### src/rtl/qbuf_scan_alloc_pkg.sv
package qbuf_scan_alloc_pkg;

  localparam int NUM_Q = 6;
  localparam int HOP_W = 3;

  typedef enum logic [HOP_W-1:0] {
    HOP_LOCAL = 3'd0,
    HOP_EAST  = 3'd1,
    HOP_WEST  = 3'd2,
    HOP_NORTH = 3'd3,
    HOP_SOUTH = 3'd4,
    HOP_UP    = 3'd5,
    HOP_DOWN  = 3'd6
  } hop_e;

  // Queue index equals scan rank: lower index is searched first.
  localparam int Q_UP    = 0;
  localparam int Q_DOWN  = 1;
  localparam int Q_NORTH = 2;
  localparam int Q_SOUTH = 3;
  localparam int Q_EAST  = 4;
  localparam int Q_WEST  = 5;

  // Deadlock-safe holding rule: may queue q keep a flit bound for hop h?
  function automatic logic q_accepts(input int q, input hop_e h);
    logic ok;
    ok = 1'b0;
    case (q)
      Q_UP:    ok = (h == HOP_DOWN) || (h == HOP_LOCAL);
      Q_DOWN:  ok = (h == HOP_UP)   || (h == HOP_LOCAL);
      Q_NORTH: ok = (h == HOP_SOUTH) || (h == HOP_UP) ||
                    (h == HOP_DOWN)  || (h == HOP_LOCAL);
      Q_SOUTH: ok = (h == HOP_NORTH) || (h == HOP_UP) ||
                    (h == HOP_DOWN)  || (h == HOP_LOCAL);
      Q_EAST:  ok = (h != HOP_EAST);
      Q_WEST:  ok = (h != HOP_WEST);
      default: ok = 1'b0;
    endcase
    return ok;
  endfunction

endpackage

### src/rtl/qbuf_hop_route.sv
module qbuf_hop_route
  import qbuf_scan_alloc_pkg::*;
#(
  parameter int CW = 3
) (
  input  logic [CW-1:0] dst_x,
  input  logic [CW-1:0] dst_y,
  input  logic [CW-1:0] dst_z,
  input  logic [CW-1:0] loc_x,
  input  logic [CW-1:0] loc_y,
  input  logic [CW-1:0] loc_z,
  output hop_e          hop
);

  // Dimension order: X, then Y, then Z.
  always_comb begin
    if (dst_x != loc_x) begin
      hop = (dst_x > loc_x) ? HOP_EAST : HOP_WEST;
    end else if (dst_y != loc_y) begin
      hop = (dst_y > loc_y) ? HOP_NORTH : HOP_SOUTH;
    end else if (dst_z != loc_z) begin
      hop = (dst_z > loc_z) ? HOP_UP : HOP_DOWN;
    end else begin
      hop = HOP_LOCAL;
    end
  end

endmodule

### src/rtl/qbuf_accept_mask.sv
module qbuf_accept_mask
  import qbuf_scan_alloc_pkg::*;
(
  input  hop_e             hop,
  output logic [NUM_Q-1:0] ok
);

  for (genvar q = 0; q < NUM_Q; q++) begin : g_q
    assign ok[q] = q_accepts(q, hop);
  end

endmodule

### src/rtl/qbuf_scan_pick.sv
module qbuf_scan_pick #(
  parameter int N = 6
) (
  input  logic [N-1:0] cand,
  output logic [N-1:0] pick,
  output logic         none
);

  // Prefix chain: seen[i] is high when some lower index already qualified.
  logic [N:0] seen;
  assign seen[0] = 1'b0;

  for (genvar i = 0; i < N; i++) begin : g_rank
    assign pick[i]   = cand[i] & ~seen[i];
    assign seen[i+1] = seen[i] | cand[i];
  end

  assign none = ~seen[N];

endmodule

### src/rtl/qbuf_scan_alloc.sv
module qbuf_scan_alloc
  import qbuf_scan_alloc_pkg::*;
#(
  parameter int CW = 3
) (
  input  logic          clk,
  input  logic          rst_n,
  input  logic          req_vld,
  input  logic [CW-1:0] dst_x,
  input  logic [CW-1:0] dst_y,
  input  logic [CW-1:0] dst_z,
  input  logic [CW-1:0] loc_x,
  input  logic [CW-1:0] loc_y,
  input  logic [CW-1:0] loc_z,
  input  logic [5:0]    q_not_full,
  output logic          rsp_vld,
  output logic [5:0]    q_sel,
  output logic          blocked,
  output logic [2:0]    hop_tag
);

  // Reset: asserted asynchronously, released on the clock.
  logic [1:0] rst_sync_q;
  logic       rst_int_n;

  always_ff @(posedge clk or negedge rst_n) begin
    if (!rst_n) rst_sync_q <= 2'b00;
    else        rst_sync_q <= {rst_sync_q[0], 1'b1};
  end
  assign rst_int_n = rst_sync_q[1];

  hop_e             hop;
  logic [NUM_Q-1:0] legal;
  logic [NUM_Q-1:0] cand;
  logic [NUM_Q-1:0] pick;
  logic             none;

  qbuf_hop_route #(.CW(CW)) route_i (
    .dst_x (dst_x),
    .dst_y (dst_y),
    .dst_z (dst_z),
    .loc_x (loc_x),
    .loc_y (loc_y),
    .loc_z (loc_z),
    .hop   (hop)
  );

  qbuf_accept_mask mask_i (
    .hop (hop),
    .ok  (legal)
  );

  assign cand = legal & q_not_full;

  qbuf_scan_pick #(.N(NUM_Q)) pick_i (
    .cand (cand),
    .pick (pick),
    .none (none)
  );

  // Next-state logic.
  logic             vld_d;
  logic [NUM_Q-1:0] sel_d;
  logic             blk_d;
  logic             tag_en;

  always_comb begin
    vld_d  = req_vld;
    sel_d  = req_vld ? pick : '0;
    blk_d  = req_vld & none;
    tag_en = req_vld;
  end

  // Registers.
  always_ff @(posedge clk or negedge rst_int_n) begin
    if (!rst_int_n) begin
      rsp_vld <= 1'b0;
      q_sel   <= '0;
      blocked <= 1'b0;
    end else begin
      rsp_vld <= vld_d;
      q_sel   <= sel_d;
      blocked <= blk_d;
    end
  end

  always_ff @(posedge clk or negedge rst_int_n) begin
    if (!rst_int_n)  hop_tag <= HOP_LOCAL;
    else if (tag_en) hop_tag <= hop;
  end

endmodule

### config.mk
export PLATFORM = sky130hd
export DESIGN_NAME = qbuf_scan_alloc
export DESIGN_NICKNAME = d
export VERILOG_FILES = /design/src/rtl/qbuf_scan_alloc_pkg.sv /design/src/rtl/qbuf_hop_route.sv /design/src/rtl/qbuf_accept_mask.sv /design/src/rtl/qbuf_scan_pick.sv /design/src/rtl/qbuf_scan_alloc.sv
export SDC_FILE = /design/constraint.sdc
export NUM_CORES = 1
export LEC_CHECK = 0
export ABC_AREA = 1
export BUFFER_PORTS_ARGS = -buffer_cell sky130_fd_sc_hd__buf_4
export CAP_MARGIN = 25
export CORE_ASPECT_RATIO = 0.9
export CORE_MARGIN = 8
export CORE_UTILIZATION = 50
export DETAILED_ROUTE_END_ITERATION = 12
export GPL_TIMING_DRIVEN = 0
export PLACE_DENSITY = 0.83
export SKIP_CTS_REPAIR_TIMING = 1
export SYNTH_ARGS = -nofsm -noshare
export SYNTH_HDL_FRONTEND = slang
export SYNTH_SLANG_ARGS = --single-unit
export TNS_END_PERCENT = 50
### constraint.sdc
create_clock -name clk -period 0.8 [get_ports clk]
set_input_delay 0.04 -clock clk [delete_from_list [all_inputs] [get_ports clk]]
set_output_delay 0.04 -clock clk [all_outputs]
set_load 0.02 [all_outputs]
==> flow_summary_export.csv <==
group,metric,value,unit
worst_setup_path,reg2reg_to,"hop_tag[0]",
layout,fin_nets,193,
worst_setup_path,worstSetupStartpointType,"input pin",
drt,drt-pass1-iter-count,4,
place,dp_slack,-1.12,ns
drt,vias_per_cell,5.43,
cts,tritoncts,"yes",
layout,n_fill_cell,45,
hold_path,hold_path_class,"in2reg",
layout,final_area,1580,µm²
global_routing,first_global_vias,753,
worst_setup_path,critPathMaxFanout,3,
sta,rsz0062_at_grt,"yes",
cts,cts_max_level,1,
floorplanning,floorplan.die_area,3410,µm²
layout,utilization,94.0,%
worst_setup_path,cp_data_arrival_time,1.98,ns
sta,total_count_of_max_transition_violations_in_the_final_report,0,
worst_setup_path,critPathKind,"in2reg",
sta,fin_crit_sh,222,%
floorplanning,fp-row-count,14,
power_and_ir_drop,power_per_cell_area,1420,nW/µm²
sta,final_critical_path_setup_slack,-0.977,ns
layout,syn_to_final_growth,76.2,%
drt,remaining_drc_errors,0,
place,gp_congestion,0.801,
cts,clkSlewWorstSetupHoldPaths,0.08,ns
yosys,syn-mean-instance-area,8.80,µm²
floorplanning,core_area,1680,µm²
yosys,netlist_instances,102,
sta,min_period,1.78,ns
place,dpl_cell_area,1340,µm²
outcome,violations,"setup timing",
drt,routed-via-count,972,
yosys,post_synth_num_cell_types,28,
worst_setup_path,startpoint,"dst_z[2]",
worst_setup_path,crit_required,1.00,ns
place,placement.io_buffers,37,
power_and_ir_drop,power_leakage,0.781,nW
sta,fin_clk_skew,0.00542,ns
yosys,synth_fp_nets,139,
global_routing,grt_usage,11.4,%
floorplanning,top_level_ports,38,
worst_setup_path,worst-r2r-setup-slack,0.08,ns
cts,clock_tree.buffer_depth,2,
power_and_ir_drop,irDropWorstVdd,0.00109,V
yosys,netlist_area,897,µm²
drt,wirelength,3490,µm
layout,antenna_cells_inserted,0,
sta,hold_violations,0,
cts,cts.root.buffer_cell,"clkbuf_4",
floorplanning,die_width,60.7,µm
worst_setup_path,register_to_register_path_depth,2,
layout,drive_above_1_share,65.2,%
yosys,synth-seq-area-share,36.3,%
floorplanning,dieHeight,56.2,µm
outcome,run_status,"finished, violations left",
worst_setup_path,critical_path.endpoint_type,"register",
floorplanning,initial_utilization,53.3,%
yosys,postSynthRegisterBits,13,
drt,drt_iter0_drc,53,
yosys,yosysWarningCount,0,
sta,fmax,563,MHz
global_routing,number_of_antenna_violations_at_the_first_check_in_global_routing,0,
global_routing,global_route.overflow_total,0,
worst_setup_path,cp-endpoint,"blocked",
global_routing,grt_start_max_net_pins,12,
flow_run,maximum_capacitance_violations,0,
cts,number_of_cts_inserted_buffers,3,
drt,route.detailed.wl_per_inst,19.5,µm
global_routing,grt_pass1_wl,3040,µm
worst_setup_path,r2r-start,"hop_tag[0]",
sta,setup_violations,21,
cts,numClockSinks,13,
drt,route.antenna.remaining_nets,0,
place,hpwlAfterDp,1700,µm
sta,setup-tns-final,-6.86,ns
cts,clk_latency,0.28,ns
-- routing by layer --
layer	part of all wire (%)	vias to the layer above	track usage, %
li1	-	426	-
met1	33	437	11.3
met2	51	81	20.7
met3	9.3	28	2.08
met4	6.2	0	6.98
met5	0	-	0
-- worst min path at each step --
stage          slack (ns)       endpoint  depth (start not counted)  startpoint
3_3_place_gp        -0.18  rst_sync_q[0]                          1       rst_n
3_5_place_dp        -0.17  rst_sync_q[0]                          1       rst_n
5_1_grt              0.03     hop_tag[0]                          2     req_vld
2_1_floorplan       -0.26  rst_sync_q[0]                          0       rst_n
4_1_cts             -0.46  rst_sync_q[1]                          1       rst_n
6_report             0.01     hop_tag[0]                          2     req_vld
-- critical path: stages --
cell	delay (ns)
buf_4	0.12
ha_4	0.28
nand2_1	0.07
nand2_1	0.11
inv_2	0.05
nand2_2	0.06
nand2_1	0.07
nand2_1	0.11
nand2_2	0.10
nand2_2	0.10
fa_2	0.48
nand2_4	0.11
nand4_4	0.11
nor3_2	0.15
-- sequential cells by signal, summed over array words and instances (netlist names) --
signal      flops
q_sel           6
hop_tag         3
rst_sync_q      2
blocked         1
rsp_vld         1
-- power breakdown --
group	internal (mW)	total [mW]	switching, mW
registers	0.710	0.755	0.0457
clock network	0.193	0.411	0.218
logic	0.501	1.08	0.584
total	1.40	2.25	0.847
-- area by class of cell --
type	count	area, µm²	share of cell area (%)
timing repair buffer	49	428	27.1
sequential	13	325	20.6
tap	24	30.0	1.90
clock buffer	4	26.3	1.66
multi-input combinational	67	663	42.0
inverter	22	108	6.81
-- cell usage after synthesis --
library cell	number	area, µm²
clkinv_1	2	7.51
nand3_2	4	40.0
nor3_2	4	40.0
o21ai_2	1	8.76
o21ai_0	1	5.00
o21ai_1	1	5.00
ha_1	9	113
dfrtp_1	13	325
inv_1	17	63.8
nand4_4	1	21.3
conb_1	1	3.75
a31oi_1	1	6.26
a21oi_1	3	15.0
a21oi_2	1	8.76
a211oi_1	1	7.51
nand3_4	1	17.5
and3_2	1	7.51
nand2_2	3	18.8
nand3b_1	1	7.51
fa_1	1	20.0
nor2_2	1	6.26
inv_2	3	11.3
nand2_1	20	75.1
nand2_4	1	11.3
nor2_1	6	22.5
nor2_4	1	11.3
nand3_1	2	10.0
o211ai_1	1	7.51
-- layout by cell type, fill, tap and decap left out, types with 2 or more instances in the layout --
cell	instances
nand3_2	4
nand2_1	13
inv_2	8
buf_6	14
ha_4	6
nand3_4	2
ha_1	3
dfrtp_1	13
clkbuf_4	3
nand2_4	3
nor2_1	4
inv_4	2
nand2_2	8
buf_4	32
nor3_2	3
nor2_4	3
dlygate4sd3_1	3
inv_1	9
a21oi_4	2
a21oi_2	2
-- per-stage QoR --
step | power (mW) | cells | hold slack, ns
2_1_floorplan | 1.27 | 102 | -0.256
3_3_place_gp | 1.52 | 163 | -0.178
3_5_place_dp | 1.55 | 163 | -0.174
4_1_cts | 1.93 | 167 | -0.464
5_1_grt | 2.32 | 179 | 0.0343
6_report | 2.25 | 179 | 0.0108
-- logic make-up (layout without fill, tap and decap cells) --
family | count (synthesis) | in the layout | share of synthesized area (%)
buf+inv | 22 | 75 | 9.21
simple gates | 46 | 46 | 32.2
other cells | 1 | 1 | 0.418
fa+ha+maj | 10 | 10 | 14.8
compound gates | 10 | 10 | 7.11
flops | 13 | 13 | 36.3
No activity file was read; power rests on OpenSTA's default activity.
